**src/rtl/mpt_pkg.sv**
```systemverilog
package mpt_pkg;
  localparam int MAX_CORES = 4;
  localparam int MAX_INST  = 2 * MAX_CORES;
  localparam int IDXW      = $clog2(MAX_INST);
  localparam int SELW      = 4;
  localparam int CIDW      = $clog2(MAX_CORES);
  localparam int OFFW      = 5;
  localparam int DW        = 32;
  localparam int PSW       = 8;

  localparam logic [2:0] W_RELOAD = 3'd0;
  localparam logic [2:0] W_COUNT  = 3'd1;
  localparam logic [2:0] W_CTRL   = 3'd2;
  localparam logic [2:0] W_FLAG   = 3'd3;

  typedef struct packed {
    logic [DW-1:0]  reload;
    logic [DW-1:0]  count;
    logic [PSW-1:0] presc;
    logic [PSW-1:0] pre;
    logic           run;
    logic           rep;
    logic           flag;
  } cnt_state_t;
endpackage

```
**src/rtl/mpt_rst_sync.sv**
```systemverilog
module mpt_rst_sync (
  input  logic clk,
  input  logic rst_n,
  output logic rst_sync_n
);
  logic stage_q;

  always_ff @(posedge clk or negedge rst_n) begin
    if (!rst_n) begin
      stage_q    <= 1'b0;
      rst_sync_n <= 1'b0;
    end else begin
      stage_q    <= 1'b1;
      rst_sync_n <= stage_q;
    end
  end
endmodule

```
**src/rtl/mpt_decode.sv**
```systemverilog
module mpt_decode
  import mpt_pkg::*;
#(
  parameter int N = 2
) (
  input  logic [SELW-1:0] sel,
  input  logic [CIDW-1:0] core,
  input  logic [OFFW-1:0] off,
  input  logic            rd,
  input  logic            wr,
  output logic            hit,
  output logic            err,
  output logic [IDXW-1:0] idx
);
  localparam logic [CIDW:0]   CORE_LIM = (CIDW+1)'(N);
  localparam logic [SELW-1:0] INST_LIM = SELW'(2 * N);

  logic            acc;
  logic            misal;
  logic            is_alias;
  logic            core_bad;
  logic            in_range;
  logic [SELW-1:0] dsel;

  always_comb begin
    acc      = rd | wr;
    misal    = |off[1:0];
    is_alias = (sel[SELW-1:1] == '0);
    core_bad = ({1'b0, core} >= CORE_LIM);
    dsel     = sel - SELW'(2);
    in_range = is_alias ? !core_bad : (dsel < INST_LIM);
    err      = acc & (misal | (is_alias & core_bad));
    hit      = acc & !misal & in_range;
    // alias: core*2 + (0 timer / 1 watchdog); direct: region-2
    idx      = is_alias ? {core, sel[0]} : dsel[IDXW-1:0];
  end
endmodule

```
**src/rtl/mpt_countdown.sv**
```systemverilog
module mpt_countdown
  import mpt_pkg::*;
(
  input  logic          clk,
  input  logic          rst_n,
  input  logic          wr_en,
  input  logic [2:0]    word,
  input  logic [DW-1:0] wdata,
  output logic [DW-1:0] rdata,
  output logic          irq
);
  cnt_state_t st;
  cnt_state_t nx;
  logic       active;
  logic       upd;

  assign active = st.run && (st.count != '0);
  assign upd    = wr_en | active;

  always_comb begin
    nx = st;
    if (active) begin
      if (st.pre == '0) begin
        nx.pre = st.presc;
        if (st.count == DW'(1)) begin
          nx.flag  = 1'b1;
          nx.count = st.rep ? st.reload : '0;
        end else begin
          nx.count = st.count - DW'(1);
        end
      end else begin
        nx.pre = st.pre - PSW'(1);
      end
    end
    if (wr_en) begin
      case (word)
        W_RELOAD: begin
          nx.reload = wdata;
          nx.count  = wdata;
          nx.pre    = st.presc;
        end
        W_COUNT: begin
          nx.count = wdata;
          nx.pre   = st.presc;
        end
        W_CTRL: begin
          nx.run   = wdata[0];
          nx.rep   = wdata[1];
          nx.presc = wdata[15:8];
          if (!st.run && wdata[0]) begin
            nx.pre = wdata[15:8];
            if ((st.count == '0) && wdata[1]) nx.count = st.reload;
          end
        end
        W_FLAG:  nx.flag = nx.flag & ~wdata[0];
        default: ;
      endcase
    end
  end

  always_ff @(posedge clk or negedge rst_n) begin
    if (!rst_n)   st <= '0;
    else if (upd) st <= nx;
  end

  always_comb begin
    case (word)
      W_RELOAD: rdata = st.reload;
      W_COUNT:  rdata = st.count;
      W_CTRL:   rdata = {16'b0, st.presc, 6'b0, st.rep, st.run};
      W_FLAG:   rdata = {31'b0, st.flag};
      default:  rdata = '0;
    endcase
  end

  assign irq = st.flag;
endmodule

```
**src/rtl/mpt_banked_router.sv**
```systemverilog
module mpt_banked_router
  import mpt_pkg::*;
#(
  parameter int N = 2
) (
  input  logic            clk,
  input  logic            rst_n,
  input  logic [SELW-1:0] bus_sel,
  input  logic [OFFW-1:0] bus_off,
  input  logic [CIDW-1:0] bus_core,
  input  logic            bus_rd,
  input  logic            bus_wr,
  input  logic [DW-1:0]   bus_wdata,
  output logic [DW-1:0]   bus_rdata,
  output logic            bus_err,
  output logic [2*N-1:0]  irq
);
  localparam int NINST = 2 * N;

  logic            rst_core_n;
  logic            dec_hit;
  logic            dec_err;
  logic [IDXW-1:0] dec_idx;
  logic [DW-1:0]   rd_arr [MAX_INST];

  mpt_rst_sync u_rst (
    .clk        (clk),
    .rst_n      (rst_n),
    .rst_sync_n (rst_core_n)
  );

  mpt_decode #(.N(N)) u_dec (
    .sel  (bus_sel),
    .core (bus_core),
    .off  (bus_off),
    .rd   (bus_rd),
    .wr   (bus_wr),
    .hit  (dec_hit),
    .err  (dec_err),
    .idx  (dec_idx)
  );

  for (genvar i = 0; i < MAX_INST; i++) begin : g_inst
    if (i < NINST) begin : g_used
      logic wr_en_i;
      logic irq_i;
      assign wr_en_i = dec_hit & bus_wr & (dec_idx == IDXW'(i));
      mpt_countdown u_cnt (
        .clk   (clk),
        .rst_n (rst_core_n),
        .wr_en (wr_en_i),
        .word  (bus_off[4:2]),
        .wdata (bus_wdata),
        .rdata (rd_arr[i]),
        .irq   (irq_i)
      );
      assign irq[i] = irq_i;
    end else begin : g_none
      assign rd_arr[i] = '0;
    end
  end

  assign bus_rdata = (dec_hit & bus_rd) ? rd_arr[dec_idx] : '0;
  assign bus_err   = dec_err;
endmodule

```
**config.mk**
```make
export PLATFORM = sky130hd
export DESIGN_NAME = mpt_banked_router
export DESIGN_NICKNAME = d
export VERILOG_FILES = /design/src/rtl/mpt_pkg.sv /design/src/rtl/mpt_rst_sync.sv /design/src/rtl/mpt_decode.sv /design/src/rtl/mpt_countdown.sv /design/src/rtl/mpt_banked_router.sv
export SDC_FILE = /design/constraint.sdc
export NUM_CORES = 1
export LEC_CHECK = 0
export BUFFER_PORTS_ARGS = -buffer_cell sky130_fd_sc_hd__buf_2
export CAP_MARGIN = 20
export CORE_ASPECT_RATIO = 0.75
export CORE_UTILIZATION = 40
export DETAILED_ROUTE_END_ITERATION = 10
export HOLD_SLACK_MARGIN = 0.05
export PLACE_DENSITY = 0.56
export SYNTH_ARGS = -nofsm -noshare
export SYNTH_HDL_FRONTEND = slang
export SYNTH_SLANG_ARGS = --single-unit
```
**constraint.sdc**
```tcl
create_clock -name clk -period 9.05 [get_ports clk]
set_input_delay 2.2625 -clock clk [delete_from_list [all_inputs] [get_ports clk]]
set_output_delay 2.2625 -clock clk [all_outputs]
set_load 0.05 [all_outputs]
```
# Yosys cells after proc, flatten, opt, wreduce, memory -nomap -nowiden

Cells that the tools add are included.

$add $sub $neg: 9
$lt $le $gt $ge: 3
Eq/ne operators: 10
Multiplexer cells: 82
Bitwise gates (word level): 22
Reduce and logical (&&, ||, !) cells: 43

Operators by type and width:

| kind                    | number |
|---|---|
| $mux W32                | 27 |
| $pmux W32 S4            | 4 |
| $pmux W32 S2            | 4 |
| $mux W51                | 4 |
| $eq A32 B1 Y1 const B   | 4 |
| $logic_not A32 Y1       | 4 |
| $mux W8                 | 16 |
| $reduce_bool A32 Y1     | 4 |
| $sub A32 B1 Y32 const B | 4 |
| $bmux W32 S3            | 1 |
| $pmux W8 S2             | 4 |
| $logic_not A8 Y1        | 4 |
| $sub A8 B1 Y8 const B   | 4 |
| $reduce_and A3 Y1       | 8 |
| $mux W1                 | 17 |
| $and A1 B1 Y1           | 14 |
| $eq A3 B2 Y1 const B    | 4 |
| $logic_and A1 B1 Y1     | 12 |
| $logic_not A3 Y1        | 3 |
| $mux W2                 | 4 |
| $eq A3 B1 Y1 const B    | 2 |
| $logic_not A1 Y1        | 6 |
| $or A1 B1 Y1            | 6 |
| $ge A4 B4 Y1 const B    | 1 |
| other kinds (7)         | 8 |

Register bits after elaboration: 334
Input port bits: 47
Output and inout port bits: 37
Word-level logic and storage cells: 199

# Logic depth before layout (Yosys ltp)

Depth in word-level cells: 8
Mapped depth: 12
Gate-level depth less buffers: 9

# Modules after synthesis

From an unflattened synthesis, not the netlist that was laid out.

Cells, all modules: 2807
Area total of the unflattened synthesis: 25124.1 um^2

By module, submodules not included:

| module                                      | instances | cells an instance | area each (um^2) | sequential area each (um^2) |
|---|---|---|---|---|
| mpt_countdown at g_inst[1].g_used.u_cnt ... | 3         | 664               | 5974.5           | 2077.0 |
| mpt_countdown at g_inst[0].g_used.u_cnt     | 1         | 670               | 5931.9           | 2077.0 |
| mpt_banked_router                           | 1         | 124               | 1093.5           | 0.0 |
| mpt_decode                                  | 1         | 18                | 121.4            | 0.0 |
| mpt_rst_sync                                | 1         | 3                 | 53.8             | 50.0 |

# Least setup slack after synthesis

OpenSTA, ideal clock, no wires.

Kind: input to output
From: in bus_sel[1]
To: out bus_rdata[30]
Arrival: 5.180 ns
Data required time: 6.787 ns
Slack: 1.607 ns
Stages on the path: 11
Buffers on the path: 3
Cells stage by stage: inv_1 ha_1 nor3b_1 a21o_1 clkbuf_1 clkbuf_1 clkbuf_1 nand2_1 o211ai_1 o211ai_1 a21oi_1

Longest elaborated chain between the ends: 7
Elaborated cells between the ends (all ways): 12
Those cells by class: 1 x add/sub; 1 x order compare; 6 x mux; 3 x bitwise; 1 x reduce/logical

Ends and longest elaborated chain:

| item                                                  | RTL line                | RTL |
|---|---|---|
| from (decl)                                           | mpt_banked_router.sv:8  | `input logic [SELW-1:0] bus_sel,` |
| branches (longest 6 deep; another with $sub A4 B2 Y4) | -                       |  |
| $mux W32 *                                            | mpt_banked_router.sv:63 | `assign bus_rdata = (dec_hit & bus_rd) ? rd_arr[dec_idx] : '0;` |
| to (decl)                                             | mpt_banked_router.sv:14 | `output logic [DW-1:0] bus_rdata,` |

Mark *: on every way between the ends. The select of a mux whose other input is x is not followed.

# Final worst setup path

From: in bus_sel[1]
To: out bus_rdata[27]

The elaborated chain is that of the path after synthesis.

==> impl_metrics.csv <==
group,metric,value,unit
clock_network,post_cts_resized,0,
detailed_routing,drt_iter0_drc,3302,
cells_and_area,final_common_cell,"dfrtp_1",
detailed_routing,wl_per_cell,30.06,µm
die,pin_count,84,
sta,hold_violations,0,
synth,ys_types,79,
cells_and_area,drive_gt1_share,17.58,%
die,core,56210,µm²
hold_path,hold_class,"reg -> reg",
die,dieArea,58230,µm²
place,dpl.hpwl,72.81,mm
clock_network,cts_sinks,334,
cells_and_area,mostFrequentLayoutCells,"dfrtp_1 (333), a21oi_1 (324), nor2_1 (243)",
synth,synth_mux_area_share,15.06,%
synth,synth_cells,2652,
worst_setup_path,critPathMaxFanout,35,
synth,synthXorXnorAreaFrac,0,%
cells_and_area,multiInputGateArea,13640,µm²
synth,synth_compound_area_share,25.92,%
clock_network,cts_tree,"built",
cells_and_area,final_cells,3387,
detailed_routing,num_vias,23510,
clock_network,hold_buffers,0,
place,dp_cells,3313,
die,chipWidth,278.3,µm
run,maxCapViolCount,0,
worst_setup_path,worstPathArrival,5210,ps
clock_network,numCtsBuffers,40,
sta,rsz0062_at_grt,"false",
synth,synthAdderAreaFrac,0.7648,%
grt,antenna_found_initial,1,
grt,grt_pass1_vias,22040,
sta,setup_viol,0,
detailed_routing,final_antenna_net_count,0,
sta,skew,18.22,ps
sta,finalMaxSlewViolations,0,
synth,syn_nets,2713,
clock_network,clock-root-buffer,"clkbuf_16",
worst_setup_path,critPathRequiredTime,6790,ps
synth,synth_top_family_by_area,"compound AO/OA/AOI/OAI gates",
sta,finalSetupTns,0,ps
cells_and_area,finish.utilization,45.31,%
synth,yosysWarnings,0,
die,die_y,209.2,µm
detailed_routing,firstDrtPassIters,6,
worst_setup_path,startpoint_type,"input port",
cells_and_area,syn_to_final_growth,11.20,%
detailed_routing,routed_wl,101.8,mm
cells_and_area,nets,2689,
synth,synthFlopType,"dfrtp_1",
pwr,leakage,10.06,nW
detailed_routing,via_per_inst,6.940,
sta,fmax,133.8,MHz
clock_network,htreeDepth,2,
detailed_routing,drc_errors,0,
place,gp_congestion,0.9714,
clock_network,clk_path_buf_depth,3,
synth,netlist_area,22900,µm²
worst_setup_path,crit_type,"in -> out",
cells_and_area,fillers,5450,
grt,overflow,0,
sta,period_share,82.57,%
grt,grt_use_total,34.52,%
clock_network,path_clk_slew,60,ps
grt,grt_pass1_wl,151.0,mm
sta,period_needed,7472,ps
pwr,peakVddDrop,0.1459,mV
synth,async_flop_share,100.0,%
clock_network,clkLatencyLatePin,570,ps
synth,yosys.area_share.simple,17.28,%
die,start_util,40.75,%
sta,worst_slew_pin_slew,1179,ps
synth,ys_seq_area_share,36.49,%
die,row_count,75,
synth,synth.ff_latch_count,334,
worst_setup_path,endpoint_kind,"primary output",
place,portBuffers,83,
pwr,power_density,186.8,nW/µm²
cells_and_area,seqCellArea,8362,µm²
synth,syn_area_per_cell,8.636,µm²
grt,grt_max_degree,150,
clock_network,cts_setup_buffers,0,
cells_and_area,antenna_cells,0,
synth,synth_edf_count,0,
status,status,"finished, final reports clean",
sta,relSlewSlack,19.14,%
[critical path: stages]
cell     delay (ps)
buf_2           120
inv_1            80
ha_1            230
nor3b_1         360
a21o_2          330
buf_4           580
mux4_2          580
a21oi_1         310
nor2_1           80
buf_2           220
[state kept, by name (all words and copies together), names as in the netlist]
signal	flops
g_inst.g_used.u_cnt.st	328
g_inst.g_used.u_cnt.irq	4
u_rst.rst_sync_n	1
u_rst.stage_q	1
[per-layer routing]
layer	vias to the layer above	track usage, %	part of all wire (%)
met5	-	0	0.013
met4	2	12.92	3.9
met3	235	6.898	10
met2	1514	48.35	41
met1	11680	51.82	45
li1	10080	-	-
[cell families after synthesis]
logic type / Yosys count
simple gates: 806
mux: 291
compound gates: 944
buf+inv: 262
flops: 334
fa+ha+maj: 14
other cells: 1
[where the power goes]
part           switching, mW  internal (mW)
combinational          0.603          0.421
clock                  0.710           1.02
sequential             0.319           1.68
total                   1.63           3.12
[through the flow]
step	instance area (µm²)	hold WS, ps	setup WS, ps	power (mW)
after floorplan	22900	331.1	1607	2.617
after global placement	24010	337.2	1735	2.979
after detailed placement	24040	342.0	1624	3.006
after CTS	25400	354.8	1609	4.739
after global routing	25470	375.3	1335	4.957
final	25470	350.3	1578	4.757
[Yosys cell counts, drive strengths merged, types with 8 or more instances]
| library cell | n | share of area [%] |
|---|---|---|
| a211oi | 23 | 0.83 |
| a21o | 16 | 0.52 |
| a21oi | 327 | 7.1 |
| a22o | 8 | 0.31 |
| a22oi | 47 | 1.5 |
| a2bb2oi | 15 | 0.57 |
| a31oi | 43 | 1.2 |
| a32o | 9 | 0.39 |
| a32oi | 14 | 0.54 |
| and2 | 30 | 0.82 |
| and3 | 17 | 0.46 |
| buf | 33 | 0.70 |
| clkbuf | 194 | 3.2 |
| dfrtp | 334 | 36 |
| ha | 14 | 0.76 |
| inv | 35 | 0.57 |
| mux2 | 169 | 8.3 |
| mux2i | 96 | 4.2 |
| mux4 | 26 | 2.6 |
| nand2 | 165 | 2.7 |
| nand2b | 10 | 0.27 |
| nand3 | 67 | 1.5 |
| nand3b | 8 | 0.26 |
| nand4 | 16 | 0.44 |
| nor2 | 247 | 4.1 |
| nor2b | 8 | 0.22 |
| nor3 | 93 | 2.0 |
| nor3b | 13 | 0.43 |
| nor4 | 39 | 1.1 |
| o211ai | 44 | 1.4 |
| o21a | 8 | 0.26 |
| o21ai | 155 | 3.4 |
| o221ai | 35 | 1.3 |
| o22ai | 111 | 3.0 |
| o2bb2ai | 9 | 0.34 |
| o31ai | 11 | 0.42 |
| or2 | 10 | 0.27 |
| or3 | 32 | 0.87 |
| or4 | 32 | 1.1 |
[path summary, 6_finish.rpt]
| path | cells after the start | end | slack, ps | startpoint |
|---|---|---|---|---|
| setup / recovery | 10 | bus_rdata[27] | 1580 | bus_sel[1] |
| hold / removal | 0 | u_rst.rst_sync_n$_DFF_PN0_ | 350 | u_rst.stage_q$_DFF_PN0_ |
| setup reg to reg | 9 | g_inst[3].g_used.u_cnt.st[29]$_DFFE_PN0N_ | 4200 | g_inst[3].g_used.u_cnt.st[28]$_DFFE_PN0N_ |
| hold reg to reg | 0 | u_rst.rst_sync_n$_DFF_PN0_ | 350 | u_rst.stage_q$_DFF_PN0_ |
| max in group asynchronous | 2 | g_inst[0].g_used.u_cnt.st[17]$_DFFE_PN0P_ | 6540 | u_rst.rst_sync_n$_DFF_PN0_ |
| min in group asynchronous | 0 | g_inst[3].g_used.u_cnt.st[38]$_DFFE_PN0N_ | 360 | u_rst.rst_sync_n$_DFF_PN0_ |
[cell type report]
cell class	count	share of cell area [%]
Sequential cell	334	32.83
Clock buffer	49	4.264
Tap cell	731	3.591
Inverter	35	0.5158
Multi-Input combinational cell	2056	53.55
Clock inverter	21	1.071
Timing Repair Buffer	161	4.181
(Power assumes the default switching activity.)
